### src/rtl/ee_cfg_reader_pkg.sv
package ee_cfg_reader_pkg;
  typedef enum logic [1:0] {
    ST_IDLE,
    ST_SHIFT,
    ST_LATCH,
    ST_HOLD
  } rd_state_t;

  localparam int WORD_W    = 16;
  localparam int NUM_WORDS = 3;
  localparam int DATA_BITS = WORD_W * NUM_WORDS;
  localparam int CMD_BITS  = 9;
  localparam logic [CMD_BITS-1:0] CMD_WORD = 9'b1_10_000000;
  localparam int GANG_BIT  = 14;
endpackage

### src/rtl/ee_cfg_tick.sv
module ee_cfg_tick #(
  parameter int DIV = 25
) (
  input  logic clk,
  input  logic rst_n,
  input  logic en,
  output logic tick
);
  localparam int CW = (DIV > 1) ? $clog2(DIV) : 1;

  logic [CW-1:0] cnt_q, cnt_d;

  assign tick = en && (cnt_q == CW'(DIV - 1));

  always_comb begin
    cnt_d = cnt_q;
    if (!en)       cnt_d = '0;
    else if (tick) cnt_d = '0;
    else           cnt_d = cnt_q + 1'b1;
  end

  always_ff @(posedge clk or negedge rst_n) begin
    if (!rst_n) cnt_q <= '0;
    else        cnt_q <= cnt_d;
  end
endmodule

### src/rtl/ee_cfg_seq.sv
module ee_cfg_seq
  import ee_cfg_reader_pkg::*;
#(
  parameter int HALF_DIV = 25
) (
  input  logic clk,
  input  logic rst_n,
  input  logic ext_mem_n,
  input  logic tick,
  output logic run,
  output logic sclk,
  output logic dat_o,
  output logic dat_oe,
  output logic smp_en,
  output logic cap_en,
  output logic byp
);
  localparam int HALF_TOTAL = 2 * (CMD_BITS + DATA_BITS);
  localparam int HW         = $clog2(HALF_TOTAL);
  localparam int REL_HALF   = 2 * CMD_BITS - 1;
  localparam int FIRST_SMP  = 2 * CMD_BITS + 1;

  rd_state_t     st_q, st_d;
  logic [HW-1:0] h_q, h_d;
  logic          byp_q, byp_d;
  logic [HW-2:0] period;
  logic          cmd_bit;

  assign period = h_q[HW-1:1];
  assign run    = (st_q == ST_SHIFT);
  assign sclk   = run && h_q[0];
  assign dat_oe = run && (h_q < HW'(REL_HALF));
  assign dat_o  = dat_oe && cmd_bit;
  assign smp_en = tick && h_q[0] && (h_q >= HW'(FIRST_SMP));
  assign cap_en = (st_q == ST_LATCH);
  assign byp    = byp_q;

  always_comb begin
    cmd_bit = 1'b0;
    for (int i = 0; i < CMD_BITS; i++) begin
      if (int'(period) == i) cmd_bit = CMD_WORD[CMD_BITS-1-i];
    end
  end

  always_comb begin
    st_d  = st_q;
    h_d   = h_q;
    byp_d = byp_q;
    unique case (st_q)
      ST_IDLE: begin
        byp_d = ext_mem_n;
        st_d  = ext_mem_n ? ST_LATCH : ST_SHIFT;
        h_d   = '0;
      end
      ST_SHIFT: begin
        if (tick) begin
          h_d = h_q + 1'b1;
          if (h_q == HW'(HALF_TOTAL - 1)) begin
            st_d = ST_LATCH;
            h_d  = '0;
          end
        end
      end
      ST_LATCH: st_d = ST_HOLD;
      default:  st_d = ST_HOLD;
    endcase
  end

  always_ff @(posedge clk or negedge rst_n) begin
    if (!rst_n) begin
      st_q  <= ST_IDLE;
      h_q   <= '0;
      byp_q <= 1'b0;
    end else begin
      st_q  <= st_d;
      h_q   <= h_d;
      byp_q <= byp_d;
    end
  end
endmodule

### src/rtl/ee_cfg_capture.sv
module ee_cfg_capture
  import ee_cfg_reader_pkg::*;
#(
  parameter logic [WORD_W-1:0] DEF_VID = 16'hA5C3,
  parameter logic [WORD_W-1:0] DEF_PID = 16'h0B1E
) (
  input  logic              clk,
  input  logic              rst_n,
  input  logic              smp_en,
  input  logic              din,
  input  logic              cap_en,
  input  logic              byp,
  output logic              ganged,
  output logic [WORD_W-1:0] vid,
  output logic [WORD_W-1:0] pid,
  output logic              done
);
  localparam int GANG_POS = 2 * WORD_W + GANG_BIT;

  logic [DATA_BITS-1:0] sr_q;

  always_ff @(posedge clk or negedge rst_n) begin
    if (!rst_n)      sr_q <= '0;
    else if (smp_en) sr_q <= {sr_q[DATA_BITS-2:0], din};
  end

  always_ff @(posedge clk or negedge rst_n) begin
    if (!rst_n) begin
      ganged <= 1'b0;
      vid    <= '0;
      pid    <= '0;
    end else if (cap_en) begin
      ganged <= byp ? din     : sr_q[GANG_POS];
      vid    <= byp ? DEF_VID : sr_q[2*WORD_W-1:WORD_W];
      pid    <= byp ? DEF_PID : sr_q[WORD_W-1:0];
    end
  end

  always_ff @(posedge clk or negedge rst_n) begin
    if (!rst_n) done <= 1'b0;
    else        done <= cap_en;
  end
endmodule

### src/rtl/ee_cfg_reader.sv
module ee_cfg_reader
  import ee_cfg_reader_pkg::*;
#(
  parameter int                HALF_DIV = 25,
  parameter logic [WORD_W-1:0] DEF_VID  = 16'hA5C3,
  parameter logic [WORD_W-1:0] DEF_PID  = 16'h0B1E
) (
  input  logic              clk,
  input  logic              rst_n,
  input  logic              ext_mem_n,
  output logic              ee_clk_o,
  output logic              ee_clk_oe,
  input  logic              ee_dat_i,
  output logic              ee_dat_o,
  output logic              ee_dat_oe,
  output logic              ganged,
  output logic [WORD_W-1:0] vendor_id,
  output logic [WORD_W-1:0] product_id,
  output logic              done
);
  logic run, tick, smp_en, cap_en, byp;

  ee_cfg_tick #(.DIV(HALF_DIV)) u_tick (
    .clk(clk), .rst_n(rst_n), .en(run), .tick(tick)
  );

  ee_cfg_seq #(.HALF_DIV(HALF_DIV)) u_seq (
    .clk(clk), .rst_n(rst_n), .ext_mem_n(ext_mem_n), .tick(tick),
    .run(run), .sclk(ee_clk_o), .dat_o(ee_dat_o), .dat_oe(ee_dat_oe),
    .smp_en(smp_en), .cap_en(cap_en), .byp(byp)
  );

  assign ee_clk_oe = run;

  ee_cfg_capture #(.DEF_VID(DEF_VID), .DEF_PID(DEF_PID)) u_cap (
    .clk(clk), .rst_n(rst_n), .smp_en(smp_en), .din(ee_dat_i),
    .cap_en(cap_en), .byp(byp), .ganged(ganged), .vid(vendor_id),
    .pid(product_id), .done(done)
  );
endmodule

### config.mk
export PLATFORM = sky130hd
export DESIGN_NAME = ee_cfg_reader
export DESIGN_NICKNAME = d
export VERILOG_FILES = /design/src/rtl/ee_cfg_reader_pkg.sv /design/src/rtl/ee_cfg_tick.sv /design/src/rtl/ee_cfg_seq.sv /design/src/rtl/ee_cfg_capture.sv /design/src/rtl/ee_cfg_reader.sv
export SDC_FILE = /design/constraint.sdc
export NUM_CORES = 1
export LEC_CHECK = 0
export BUFFER_PORTS_ARGS = -buffer_cell sky130_fd_sc_hd__buf_2
export CAP_MARGIN = 20
export CORE_ASPECT_RATIO = 1.1
export CORE_MARGIN = 3
export CORE_UTILIZATION = 43
export DETAILED_ROUTE_END_ITERATION = 10
export PLACE_DENSITY_LB_ADDON = 0.08
export SLEW_MARGIN = 20
export SYNTH_ARGS = -nofsm -noshare
export SYNTH_HDL_FRONTEND = slang
export SYNTH_HIERARCHICAL = 1
export SYNTH_SLANG_ARGS = --single-unit
export TNS_END_PERCENT = 5
### constraint.sdc
create_clock -name clk -period 5.9 [get_ports clk]
set_clock_uncertainty 0.2 [all_clocks]
set_input_delay 1.18 -clock clk [delete_from_list [all_inputs] [get_ports clk]]
set_output_delay 1.18 -clock clk [all_outputs]
set_load 0.02 [all_outputs]
==> results by group <==
Yosys
  – Mapped Cells: 339
  – Top FF cell, synth: dfrtp_1
  – Largest area contributor in the netlist: dfrtp_1
  – Register area share after synthesis: 0.574
  – Yosys reg bits: 96
  – Ys async rst share: 1.00
  – Syn Nets: between 300 and 400
  – Top area cells in the synthesized netlist: dfrtp_1 57%, mux2_4 11%, mux2_2 4.8%
  – Number of synthesized flops with an enable pin: 0
  – Synthesized cell area: 0.00419 mm2
  – Mean Syn Cell Area: around 12 um2
  – Commonest cells in the synthesized netlist: 96 x dfrtp_1, 35 x nor2_1, 30 x mux2_4, 28 x o21ai_0, 22 x a21oi_1
  – Yosys top cell area share: 0.574
  – Count leader, synth: dfrtp_1
  – Post-synth cell types: 39
  – Ys Warns: 6

Global route
  – Vias in the first global route: 2562
  – First-pass GRT wire length: 12400 um
  – Initial antenna violation count: 0
  – Total GRT Usage: 0.143
  – Largest net degree at the start of global routing: 60
  – Grt total ovfl: 0

CTS
  – Postcts setup bufs: 0
  – Skew-Pair Late Insertion Delay: 0.36 ns
  – H-tree depth: 3
  – PostCTS Resize Cnt: 0
  – Hold_buf cts: 0
  – Clock buffer depth: 2
  – Clk root buf: clkbuf_8
  – Clock Pin Slew Worst Setup and Hold Paths: 0.09 ns
  – CTS Buf Count: 9
  – TritonCTS clock tree: built
  – Clk sinks: 96

Layout
  – Final Non-Filler Cells: 495
  – N_diodes: 0
  – Layout cells sized above 1: 0.312
  – Layout fillers: 881
  – Area delta synth->final: 10.7%
  – Layout net count: 381

Pwr
  – Gate power share: 0.051
  – PwrDens: 252 mW/mm2
  – Worst ir drop on vdd: 114 uV
  – Seq pwr share: 0.582
  – Leak pwr: about 2.2 nW
  – Total Power: 1.17 mW
  – Switch Pwr: 280 uW
  – P_int: 887 uW
  – Clock power frac: 0.367
  – Switching Fraction: 0.240

Critical path
  – Crit path launch type: flip-flop
  – CP arrival: 3.24 ns
  – Critical path required time: 5.94 ns
  – Worst setup startpoint: u_seq/st_q[0]
  – Setup Crit Path Kind: reg2reg
  – Crit path max fanout: 26
  – CP endpoint kind: flip-flop
  – FF-to-FF Start: u_seq/st_q[0]

STA
  – Relative slew slack: 0.329
  – Worst-margin pin slew: 1.01 ns
  – Tcrit/Tclk final: 0.541
  – Max Transition Viols Final: 0
  – RSZ-0062 raised after global routing: no
  – Fin Hold WS: around 0.30 ns
  – Setup Viol. Count Final: 0
  – Fmax achieved: 313 MHz
  – TNS Setup: 0 ns
  – Post-layout min period: 3.19 ns
  – Final hold viol count: 0

Route
  – 1st-iter DRT viols: 85
  – Drt pass-1 iters: 4
  – Residual DRC: 0
  – Vias per cell: 5.14
  – Via count: 2545
  – Post-DRT Antenna Nets: 0
  – DR WL/cell: 14.4 um
  – Final wirelength: 7110 um

Floorplanning
  – Die X: 100 um
  – Die ar.: 0.0110 mm2
  – Core outline area: 0.00944 mm2
  – Initial Utilization: 0.443
  – Row count: 37
  – I/O pin count: 42
  – DIE HEIGHT: 109 um

Placement
  – GP Congestion: 0.821
  – DP HPWL: 4370 um
  – Cells after DPL: between 400 and 500
  – Port Buffer Count: between 40 and 50

Status
  – Outcome: finished clean

Hold path
  – Worst min path class: reg2reg
  – Min-delay src: u_tick/cnt_q[0]

Job
  – Maxcap violations: 0
## flip-flops by register name (all words and copies together) (netlist names)
signal,count
u_cap/sr_q,47
u_cap/pid,16
u_cap/vid,16
u_seq/h_q,7
u_tick/cnt_q,5
u_seq/st_q,2
u_cap/done,1
u_cap/ganged,1
u_seq/byp,1
## through the flow
step / cell area, um2 / utilization / setup WS (ns)
6_report: 4630 / 0.490 / 2.71
5_1_grt: 4630 / 0.490 / 2.45
4_1_cts: 4630 / 0.490 / 2.68
3_5_place_dp: 4440 / 0.470 / 2.69
3_3_place_gp: 4440 / 0.470 / 2.75
2_1_floorplan: 4190 / - / 2.92
## cells by family after synthesis
| group | Yosys count | share of synthesized area |
|---|---|---|
| buf+inv | 41 | 0.0526 |
| simple gates | 92 | 0.130 |
| fa+ha+maj | 4 | 0.0120 |
| compound gates | 56 | 0.0706 |
| mux | 49 | 0.158 |
| flops | 96 | 0.574 |
| xor+xnor | 1 | 0.00209 |
## metal layers
metal	wire (um)	track usage
met5	0	0
met4	138	0.0674
met3	220	0.0254
met2	3300	0.218
met1	3450	0.198
## final cells by class
| type | count | area, um2 | share of cell area |
|---|---|---|---|
| clock buffer | 10 | 128 | 0.0276 |
| clock inverter | 6 | 68.8 | 0.0149 |
| inverter | 20 | 75.1 | 0.0162 |
| multi-input combinational | 202 | 1580 | 0.341 |
| sequential | 96 | 2400 | 0.519 |
| tap | 117 | 146 | 0.0316 |
| timing repair buffer | 44 | 230 | 0.0497 |
## power groups by stage
stage	combinational, mW	sequential [mW]	clock (mW)
after global placement	0.0614	0.693	0
after detailed placement	0.0618	0.693	0
after global routing	0.0684	0.682	0.471
final	0.0598	0.679	0.428
after CTS	0.0620	0.680	0.446
after floorplan	0.0222	0.701	0
## worst max-delay path: stages (launching register included)
cell	delay, ns
dfrtp_1	0.55
and2b_1	0.36
and2_2	0.30
nand2_1	0.11
a21oi_4	0.65
buf_4	0.52
mux2_2	0.38
## worst paths after layout
check | to | slack, ns | cells past startpoint
setup / recovery | u_cap/sr_q[0] | 2.71 | 6
hold / removal | u_tick/cnt_q[0] | 0.30 | 1
setup reg to reg | u_cap/sr_q[0] | 2.71 | 6
hold reg to reg | u_tick/cnt_q[0] | 0.30 | 1
max in group asynchronous | u_cap/pid[0] | 3.83 | 2
min in group asynchronous | u_cap/vid[9] | 0.69 | 1
## cells in the final DEF, fill, tap and decap left out, types with 3 or more instances in the layout
| cell type | instances |
|---|---|
| inv_1 | 20 |
| dfrtp_1 | 96 |
| clkbuf_8 | 9 |
| nand3_1 | 5 |
| nand3b_1 | 18 |
| buf_4 | 4 |
| nor2_1 | 35 |
| buf_2 | 40 |
| mux2_4 | 30 |
| nand4_1 | 4 |
| nand2_1 | 6 |
| or3_1 | 3 |
| o21ai_0 | 28 |
| a21oi_1 | 21 |
| mux2_2 | 18 |
| ha_1 | 4 |
(Power assumes the default switching activity.)
